==> src/rtl/varmon_pkg.sv <==
package varmon_pkg;

    typedef enum logic [1:0] {
        ST_FILL  = 2'd0,
        ST_WATCH = 2'd1,
        ST_TRIP  = 2'd2
    } guard_state_e;

endpackage

==> src/rtl/varmon_window.sv <==
module varmon_window #(
    parameter int DW    = 16,
    parameter int DEPTH = 8
) (
    input  logic          clk,
    input  logic          rst_n,
    input  logic          shift,
    input  logic [DW-1:0] din,
    output logic [DW-1:0] oldest
);

    for (genvar g = 0; g < DEPTH; g++) begin : gen_stage
        logic [DW-1:0] q;
        if (g == 0) begin : gen_head
            always_ff @(posedge clk or negedge rst_n) begin
                if (!rst_n)     q <= '0;
                else if (shift) q <= din;
            end
        end else begin : gen_body
            always_ff @(posedge clk or negedge rst_n) begin
                if (!rst_n)     q <= '0;
                else if (shift) q <= gen_stage[g-1].q;
            end
        end
    end

    assign oldest = gen_stage[DEPTH-1].q;

endmodule

==> src/rtl/varmon_accum.sv <==
module varmon_accum #(
    parameter int DW    = 16,
    parameter int LOG2N = 3
) (
    input  logic                      clk,
    input  logic                      rst_n,
    input  logic                      upd,
    input  logic [DW-1:0]             add_val,
    input  logic [DW-1:0]             sub_val,
    output logic [DW+LOG2N-1:0]       sum,
    output logic [2*DW+LOG2N-1:0]     sumsq
);

    localparam int SW = DW + LOG2N;
    localparam int QW = 2*DW + LOG2N;
    localparam logic [SW-1:0] SUM_MAX = SW'((1 << LOG2N)) * SW'((1 << DW) - 1);

    logic [SW-1:0] sum_nx;
    logic [QW-1:0] sq_add, sq_sub, sumsq_nx;

    always_comb begin
        sq_add   = QW'(add_val) * QW'(add_val);
        sq_sub   = QW'(sub_val) * QW'(sub_val);
        sum_nx   = sum + SW'(add_val) - SW'(sub_val);
        sumsq_nx = sumsq + sq_add - sq_sub;
    end

    always_ff @(posedge clk or negedge rst_n) begin
        if (!rst_n) begin
            sum   <= '0;
            sumsq <= '0;
        end else if (upd) begin
            sum   <= sum_nx;
            sumsq <= sumsq_nx;
        end
    end

    // the running sum can never exceed N full-scale samples
    assert_sum_in_range_R3: assert property (@(posedge clk) disable iff (!rst_n)
        sum <= SUM_MAX);

    // with no sample accepted the window totals do not move
    assert_totals_hold_R11: assert property (@(posedge clk) disable iff (!rst_n)
        !upd |=> ($stable(sum) && $stable(sumsq)));

endmodule

==> src/rtl/varmon_stats.sv <==
module varmon_stats #(
    parameter int DW    = 16,
    parameter int LOG2N = 3
) (
    input  logic [DW+LOG2N-1:0]   sum,
    input  logic [2*DW+LOG2N-1:0] sumsq,
    output logic [DW-1:0]         mean,
    output logic [2*DW-1:0]       variance
);

    localparam int SW = DW + LOG2N;
    localparam int PW = 2*DW + 2*LOG2N;
    localparam int VW = 2*DW;

    logic [PW-1:0] sum_ext, sq_of_sum, scaled_sq, spread;

    always_comb begin
        sum_ext   = PW'(sum);
        sq_of_sum = sum_ext * sum_ext;
        scaled_sq = PW'(sumsq) << LOG2N;
        spread    = scaled_sq - sq_of_sum;
        variance  = VW'(spread >> (2*LOG2N));
        mean      = sum[SW-1:LOG2N];
    end

endmodule

==> src/rtl/varmon_guard.sv <==
module varmon_guard
    import varmon_pkg::*;
#(
    parameter int LOG2N = 3
) (
    input  logic clk,
    input  logic rst_n,
    input  logic smp_accept,
    input  logic eval_fail,
    input  logic clr,
    output logic armed,
    output logic exc_active
);

    guard_state_e state, state_nx;
    logic [LOG2N-1:0] fill_cnt;
    logic fill_last;

    assign fill_last = smp_accept && (fill_cnt == '1);

    always_ff @(posedge clk or negedge rst_n) begin
        if (!rst_n)                                fill_cnt <= '0;
        else if (state == ST_FILL && smp_accept)   fill_cnt <= fill_cnt + 1'b1;
    end

    always_ff @(posedge clk or negedge rst_n) begin
        if (!rst_n) state <= ST_FILL;
        else        state <= state_nx;
    end

    always_comb begin
        state_nx = state;
        unique case (state)
            ST_FILL:  if (fill_last)      state_nx = ST_WATCH;   // FILL_DONE
            ST_WATCH: if (eval_fail)      state_nx = ST_TRIP;    // TRIP_SET
            ST_TRIP:  if (eval_fail)      state_nx = ST_TRIP;    // TRIP_HOLD
                      else if (clr)       state_nx = ST_WATCH;   // TRIP_CLEAR
            default:                      state_nx = ST_FILL;
        endcase
    end

    always_comb begin
        armed      = 1'b0;
        exc_active = 1'b0;
        unique case (state)
            ST_FILL:  ;
            ST_WATCH: armed = 1'b1;
            ST_TRIP:  begin armed = 1'b1; exc_active = 1'b1; end
            default:  ;
        endcase
    end

    // once the window is full the guard never returns to filling
    assert_armed_stays_R5: assert property (@(posedge clk) disable iff (!rst_n)
        armed |=> armed);

    // no exception can be latched straight out of the fill phase
    assert_no_trip_from_fill_R5: assert property (@(posedge clk) disable iff (!rst_n)
        !armed |=> !exc_active);

endmodule

==> src/rtl/varmon_top.sv <==
module varmon_top
    import varmon_pkg::*;
#(
    parameter int DW    = 16,
    parameter int LOG2N = 3
) (
    input  logic            clk,
    input  logic            rst_n,
    input  logic            in_valid,
    input  logic [DW-1:0]   in_data,
    input  logic [2*DW-1:0] cfg_bound,
    input  logic [DW-1:0]   cfg_safe,
    input  logic            clr_exc,
    output logic            out_valid,
    output logic [DW-1:0]   out_data,
    output logic            chk_ok,
    output logic            exc_flag,
    output logic            armed,
    output logic [DW-1:0]   stat_mean,
    output logic [2*DW-1:0] stat_var
);

    localparam int DEPTH = 1 << LOG2N;
    localparam int SW    = DW + LOG2N;
    localparam int QW    = 2*DW + LOG2N;
    localparam int VW    = 2*DW;
    localparam logic [VW-1:0] VAR_MAX = VW'((((1 << DW) - 1) * ((1 << DW) - 1)) / 4);

    logic [DW-1:0] leaving;
    logic [SW-1:0] win_sum;
    logic [QW-1:0] win_sumsq;
    logic          s1_valid;
    logic [DW-1:0] s1_data;
    logic          fail;

    varmon_window #(.DW(DW), .DEPTH(DEPTH)) u_window (
        .clk    (clk),
        .rst_n  (rst_n),
        .shift  (in_valid),
        .din    (in_data),
        .oldest (leaving)
    );

    varmon_accum #(.DW(DW), .LOG2N(LOG2N)) u_accum (
        .clk     (clk),
        .rst_n   (rst_n),
        .upd     (in_valid),
        .add_val (in_data),
        .sub_val (leaving),
        .sum     (win_sum),
        .sumsq   (win_sumsq)
    );

    varmon_stats #(.DW(DW), .LOG2N(LOG2N)) u_stats (
        .sum      (win_sum),
        .sumsq    (win_sumsq),
        .mean     (stat_mean),
        .variance (stat_var)
    );

    assign fail = s1_valid && armed && (stat_var > cfg_bound);

    varmon_guard #(.LOG2N(LOG2N)) u_guard (
        .clk        (clk),
        .rst_n      (rst_n),
        .smp_accept (in_valid),
        .eval_fail  (fail),
        .clr        (clr_exc),
        .armed      (armed),
        .exc_active (exc_flag)
    );

    always_ff @(posedge clk or negedge rst_n) begin
        if (!rst_n) begin
            s1_valid <= 1'b0;
            s1_data  <= '0;
        end else begin
            s1_valid <= in_valid;
            if (in_valid) s1_data <= in_data;
        end
    end

    always_ff @(posedge clk or negedge rst_n) begin
        if (!rst_n) begin
            out_valid <= 1'b0;
            out_data  <= '0;
            chk_ok    <= 1'b1;
        end else begin
            out_valid <= s1_valid;
            if (s1_valid) begin
                out_data <= fail ? cfg_safe : s1_data;
                chk_ok   <= !fail;
            end
        end
    end

    // a sample accepted two edges back must appear at the output now
    assert_latency_R2: assert property (@(posedge clk) disable iff (!rst_n)
        ($past(in_valid, 2) && $past(rst_n, 1) && $past(rst_n, 2)) |-> out_valid);

    // the variance of values in [0, 2^DW) cannot exceed a quarter of full scale squared
    assert_var_bounded_R4: assert property (@(posedge clk) disable iff (!rst_n)
        stat_var <= VAR_MAX);

    // statistics hold when no sample is accepted
    assert_stats_hold_R3: assert property (@(posedge clk) disable iff (!rst_n)
        !in_valid |=> ($stable(stat_mean) && $stable(stat_var)));

    // before the window fills, the check never fails
    assert_quiet_fill_R5: assert property (@(posedge clk) disable iff (!rst_n)
        !armed |-> (chk_ok && !exc_flag));

    // a passing sample leaves unchanged
    assert_pass_through_R6: assert property (@(posedge clk) disable iff (!rst_n)
        (out_valid && chk_ok) |-> (out_data == $past(in_data, 2)));

    // a failing sample is replaced by the safe value
    assert_substitute_R7: assert property (@(posedge clk) disable iff (!rst_n)
        (out_valid && !chk_ok) |-> (out_data == $past(cfg_safe)));

    // a failure is visible on the flag together with its substituted output
    assert_flag_on_fail_R8: assert property (@(posedge clk) disable iff (!rst_n)
        (out_valid && !chk_ok) |-> exc_flag);

    // without a clear the flag is sticky
    assert_sticky_R9: assert property (@(posedge clk) disable iff (!rst_n)
        (exc_flag && !clr_exc) |=> exc_flag);

endmodule

==> config.mk <==
export PLATFORM = sky130hd
export DESIGN_NAME = varmon_top
export DESIGN_NICKNAME = d
export VERILOG_FILES = /design/src/rtl/varmon_pkg.sv /design/src/rtl/varmon_window.sv /design/src/rtl/varmon_accum.sv /design/src/rtl/varmon_stats.sv /design/src/rtl/varmon_guard.sv /design/src/rtl/varmon_top.sv
export SDC_FILE = /design/constraint.sdc
export NUM_CORES = 2
export LEC_CHECK = 0
export ABC_AREA = 1
export BUFFER_PORTS_ARGS = -buffer_cell sky130_fd_sc_hd__buf_4
export CAP_MARGIN = 20
export CORE_ASPECT_RATIO = 0.7
export CORE_MARGIN = 2
export CORE_UTILIZATION = 55
export CTS_CLUSTER_SIZE = 40
export DETAILED_ROUTE_END_ITERATION = 12
export PLACE_DENSITY = 0.75
export SLEW_MARGIN = 0
export SYNTH_ARGS = -nofsm -noshare
export SYNTH_HDL_FRONTEND = slang
export SYNTH_SLANG_ARGS = --single-unit
==> constraint.sdc <==
create_clock -name clk -period 7.1 [get_ports clk]
set_input_delay 0.71 -clock clk [delete_from_list [all_inputs] [get_ports clk]]
set_output_delay 0.71 -clock clk [all_outputs]
set_load 0.01 [all_outputs]
* After elaboration in Yosys (flattened, before gate mapping) *
Index checks and enable logic that the tools add are counted.

cells by class
  $add $sub $neg = 6
  multiplexer cells = 8
  eq/ne operators = 6
  $mul = 3
  reductions and logical operators = 8
  $lt $le $gt $ge = 1

operators with widths
  cell                   count
  $mul A16 B16 Y32       2
  $mul A19 B19 Y38       1
  $sub A38 B38 Y38       1
  $add A35 B32 Y35       1
  $sub A35 B32 Y35       1
  $gt A32 B32 Y1         1
  $add A19 B16 Y19       1
  $sub A19 B16 Y19       1
  $mux W16               1
  $mux W2                4
  $pmux W2 S3            1
  $logic_and A1 B1 Y1    4
  $add A3 B1 Y3 const B  1
  $eq A3 B3 Y1 const B   1
  $ne A3 B3 Y1 const B   1
  $reduce_and A3 Y1      1
  $eq A2 B1 Y1 const B   1
  $eq A2 B2 Y1 const B   1
  $logic_not A2 Y1       1
  $mux W1                2
  $ne A2 B1 Y1 const B   1
  $ne A2 B2 Y1 const B   1
  $reduce_or A2 Y1       1
  $logic_not A1 Y1       1

storage, ports and cells
  logic and storage cells = 48
  register bits after elaboration = 206
  output and inout bits = 68
  input port bits = 68

* Longest topological paths before layout *
  depth in word-level cells = 7
  depth in mapped cells = 44
  depth with buffers taken out = 41

* By module *
From an unflattened synthesis, not the netlist that was laid out.

unflattened totals
  cell total of the unflattened synthesis = 5129
  area total of the unflattened synthesis = 41095.7 um2

by module, submodules not included
  module         seq. area each (um2)  instances  cells an instance  area an instance (um2)
  varmon_accum   1351.3                1          2685               20991.4
  varmon_stats   0.0                   1          1555               12294.3
  varmon_window  3203.1                1          541                4959.8
  varmon_top     877.1                 1          306                2518.7
  varmon_guard   125.1                 1          42                 331.6

* Least setup slack after synthesis *
Ideal clock, no wire load.

  path type = flip-flop to flip-flop
  start = reg u_accum.sum[4]
  end = reg out_data[0]
  required time = 7031 ps
  arrival = 7403 ps
  cell stages (with the launch flop) = 36
  path buffers = 4
  slack = -372 ps
  clock period less this slack = 7472 ps
  library setup time = 69 ps
  cell sequence = dfrtp_1 > clkbuf_1 > buf_1 > nand2_1 > fa_1 > inv_1 > fa_1 > inv_1 > fa_1 > fa_1 > fa_1 > fa_1 > inv_1 > fa_1 > inv_1 > ha_1 > nand2_1 > nor2_2 > inv_1 > nor2_1 > inv_1 > nor4_2 > nand3_1 > nand3_1 > xor2_1 > ha_1 > a21oi_1 > o21a_1 > nand2_1 > a21oi_1 > nand2_1 > nand2_2 > buf_4 > buf_4 > nand3_1 > nand3_1

on the way
  longest elaborated chain between the ends = 5

ends and longest elaborated chain
  element                 RTL line            text
  from (decl)             varmon_accum.sv:10  output logic [DW+LOG2N-1:0] sum,
  from (signal assigned)  varmon_accum.sv:33  sum <= sum_nx;
  $mul A19 B19 Y38        varmon_stats.sv:19  sq_of_sum = sum_ext * sum_ext;
  $sub A38 B38 Y38        varmon_stats.sv:21  spread = scaled_sq - sq_of_sum;
  net stat_var[31]        varmon_top.sv:20    output logic [2*DW-1:0] stat_var
  $gt A32 B32 Y1          varmon_top.sv:61    assign fail = s1_valid && armed && (stat_var > cfg_bound);
  $logic_and A1 B1 Y1     varmon_top.sv:61
  $mux W16                varmon_top.sv:91    out_data <= fail ? cfg_safe : s1_data;
  to (signal assigned)    varmon_top.sv:91
  to (decl)               varmon_top.sv:15    output logic [DW-1:0] out_data,

The timed path passes the listed nets, and every way through them passes these cells.
A chain may end at the register's enable or synchronous reset.

* Final worst setup path *
  start = reg u_accum.sum[3]
  end = reg out_data[6]

on the way
  longest elaborated chain between the ends = 5

ends and longest elaborated chain
  element              RTL line
  $mul A19 B19 Y38     varmon_stats.sv:19
  $sub A38 B38 Y38     varmon_stats.sv:21
  $gt A32 B32 Y1       varmon_top.sv:61
  $logic_and A1 B1 Y1  varmon_top.sv:61
  $mux W16             varmon_top.sv:91

Every way passes these cells.

==> flow_metrics.env <==
export IMPL_status="complete, but fails checks"
export IMPL_violations="negative setup slack"
export IMPL_finalSetupTns_ns=-14.80
export IMPL_netlist_top_cells_area="sky130_fd_sc_hd__fa_1 38%, sky130_fd_sc_hd__inv_1 14%, sky130_fd_sc_hd__dfrtp_1 13%, sky130_fd_sc_hd__ha_1 13%, sky130_fd_sc_hd__nand2_1 8.7%"
export IMPL_gp_weighted_congestion=0.959
export IMPL_design_die_area_sq_um=72900
export IMPL_cell_with_the_most_instances_after_synthesis="sky130_fd_sc_hd__inv_1"
export IMPL_syn_avg_cell_area_sq_um=8.35
export IMPL_synth_nets=5868
export IMPL_dieHeight_um=227
export IMPL_max_clock_path_buffers=3
export IMPL_via_count=30900
export IMPL_layout_area_seq_sq_um=5190
export IMPL_worst_endpoint_data_arrival_time_ns=8.08
export IMPL_cp_max_delay_cell="sky130_fd_sc_hd__fa_2"
export IMPL_wl_um=103000
export IMPL_core_area_sq_um=69900
export IMPL_floorplan_initialDensity=0.556
export IMPL_root_buffer_cell="sky130_fd_sc_hd__clkbuf_16"
export IMPL_per_cell_via_count_in_the_routed_design=5.08
export IMPL_max_slew_margin_rel=0.347
export IMPL_clock_skew_ns=0.0151
export IMPL_cts_tree="done"
export IMPL_grt_max_degree=108
export IMPL_drive_above_1_share=0.199
export IMPL_final_min_period_over_clock_period=1.07
export IMPL_report_final_slew_viol_count=0
export IMPL_crit_path_max_fanout=8
export IMPL_die_x_um=322
export IMPL_ys_flop_type="sky130_fd_sc_hd__dfrtp_1"
export IMPL_grt_antenna_before_repair=0
export IMPL_track_usage=0.294
export IMPL_synthToLayoutAreaGrowth_pct=20.8
export IMPL_criticalPathCategory="register to register"
export IMPL_multi_input_area_sq_um=29200
export IMPL_finalWorstSetupSlack_ns=-0.505
export IMPL_worst_path_buf_inv=7
export IMPL_drc=0
export IMPL_tritoncts_num_sinks=206
export IMPL_cts_buffers_inserted=22
export IMPL_netlist_area_leader_share=0.381
export IMPL_detailed_place_hpwl_um=84200
export IMPL_synth_cell_area_sq_um=38900
export IMPL_critical_path_required_ns=7.57
export IMPL_critical_path_top_cell_by_count="sky130_fd_sc_hd__nand2_1"
export IMPL_clk_pin_slew_worst_paths_ns=0.07
export IMPL_report_final_setup_viol=43
export IMPL_yosys_area_top_type="sky130_fd_sc_hd__fa_1"
export IMPL_netlist_top_cells_count="1460 x sky130_fd_sc_hd__inv_1, 898 x sky130_fd_sc_hd__nand2_1, 740 x sky130_fd_sc_hd__fa_1"
export IMPL_core_rows=81
export IMPL_highest_cell_delay_on_the_worst_timing_path_ns=0.58
export IMPL_fmax_mhz=131
export IMPL_synth_yosys_warnings=0
export IMPL_worst_setup_path_start_kind="register"
export IMPL_drt_initial_drc_count=2356
export IMPL_rsz_0062_raised_after_global_routing="true"
export IMPL_yosysSeqAreaShare=0.133
export IMPL_numPortBuffers=135
export IMPL_grt_pass1_wl_um=168000
export IMPL_final_antenna_net_count=0
export IMPL_layout_min_cycle_time_ns=7.60
export IMPL_clock_tree_htree_level_count=1
export IMPL_fillers=5386
export IMPL_drt_pre_antenna_iters=6
export IMPL_postSynthRegisterBits=206
export IMPL_number_of_global_route_vias_before_repair=32500
export IMPL_hold_path_class="input port to asynchronous set/reset pin"
export IMPL_setup_worst_path_end_class="register"
export IMPL_synth_edff_count=0
export IMPL_drt_wirelength_per_cell_um=17.0
export IMPL_num_io_pins=136
export IMPL_timing_worst_slew_pin_value_ns=0.980
export IMPL_nets=6360
export IMPL_clkLatencyLatePin_ns=0.54
export IMPL_synthesis_instances=4658
export IMPL_yosys_cell_types_count=44
export IMPL_grt_overflow=0
export IMPL_final_hold_viol_count=0
export IMPL_maxCapViolations=0
export IMPL_asr_flop_ratio_synth=1.00
export IMPL_cpLargestDelayFamily="adder cells"
## timing repair
item,4_1_cts,5_1_grt
setup endpoints to repair,48,68
buffers inserted,39,35
endpoints found under the hold margin,0,0
gates cloned,2,1
hold buffers,0,0
resized for setup,209,259
pin swaps,111,113
## sequential cells by signal (all words and copies together), names as in the netlist
signal / count
u_accum.sumsq: 35
u_guard.state: 2
out_valid: 1
s1_valid: 1
u_window.gen_stage.q: 112
u_accum.sum: 19
u_guard.fill_cnt: 3
chk_ok: 1
u_window.oldest: 16
out_data: 16
## cell families after synthesis
logic type,share of synthesized area
buf+inv,0.159
simple gates,0.121
compound gates,0.0571
mux,0.000868
xor+xnor,0.0196
flops,0.133
fa+ha+maj,0.510
## layer usage
metal  vias to the layer above  wire [um]  share of wire  track usage
met2                      1081      46900           0.45        0.456
met1                     15300      44500           0.43        0.430
met3                       131       9040          0.088       0.0534
met5                         -          0              0            0
met4                         0       2760          0.027       0.0686
li1                      14400          -              -            -
## stage by stage
| stage | cell area [sq um] | cells | util | worst slack, ns | hold WS (ns) |
|---|---|---|---|---|---|
| 6_report | 47000 | 6077 | 0.672 | -0.505 | 0.131 |
| 5_1_grt | 47000 | 6075 | 0.672 | -0.794 | 0.178 |
| 4_1_cts | 45700 | 6041 | 0.654 | -0.399 | 0.147 |
| 3_5_place_dp | 43900 | 5970 | 0.627 | -0.896 | 0.465 |
| 3_3_place_gp | 43900 | 5970 | 0.627 | -0.724 | 0.454 |
| 2_1_floorplan | 39200 | 4658 | - | 0.00251 | 0.352 |
## final timing paths
path / startpoint / end / slack (ns) / depth (start not counted)
worst max-delay path: u_accum.sum[3] / out_data[6] / -0.50 / 35
worst min-delay path: rst_n / u_window.gen_stage[5].q[12] / 0.13 / 1
worst max register to register: u_accum.sum[3] / out_data[6] / -0.50 / 35
worst min register to register: u_window.gen_stage[2].q[7] / u_window.gen_stage[3].q[7] / 0.47 / 2
max in group asynchronous: rst_n / u_accum.sum[2] / 5.52 / 2
min in group clk: cfg_safe[12] / out_data[12] / 0.37 / 3
## cells in the final DEF, fill, tap and decap left out, drive strengths merged, types with 2 or more instances in the layout
cell         n
a211oi       3
a21boi       3
a21o        15
a21oi      121
a31oi       14
buf        631
clkbuf      28
clkinv       4
clkinvlp     3
dfrtp      205
diode        2
fa         740
ha         402
inv       1462
mux2         3
nand2      903
nand3       97
nand3b       7
nand4        9
nor2       138
nor3        21
nor4         3
o2111ai      2
o211ai       4
o21a         5
o21ai      219
o21bai      18
o22ai        3
or2          7
xnor2       43
xor2        44
## worst reg2reg max path, delay by kind of cell, from the launching register on
family | cells | cell delay (ns)
compound gates | 3 | 0.46
buf+inv | 7 | 0.74
fa+ha+maj | 9 | 4.14
flops | 1 | 0.44
simple gates | 15 | 1.57
xor+xnor | 1 | 0.21
## final cells by class
class,count,area share
flip-flops and latches,206,0.110
multi-input cells,2827,0.622
clock inverters,9,0.00189
inverters,1461,0.117
repair buffers,632,0.112
well taps,913,0.0243
clock buffers,27,0.0130
diodes,2,0.000107
Power is not shown: default switching activity piles up to over one toggle a cycle in this logic, so the estimate is an artifact.
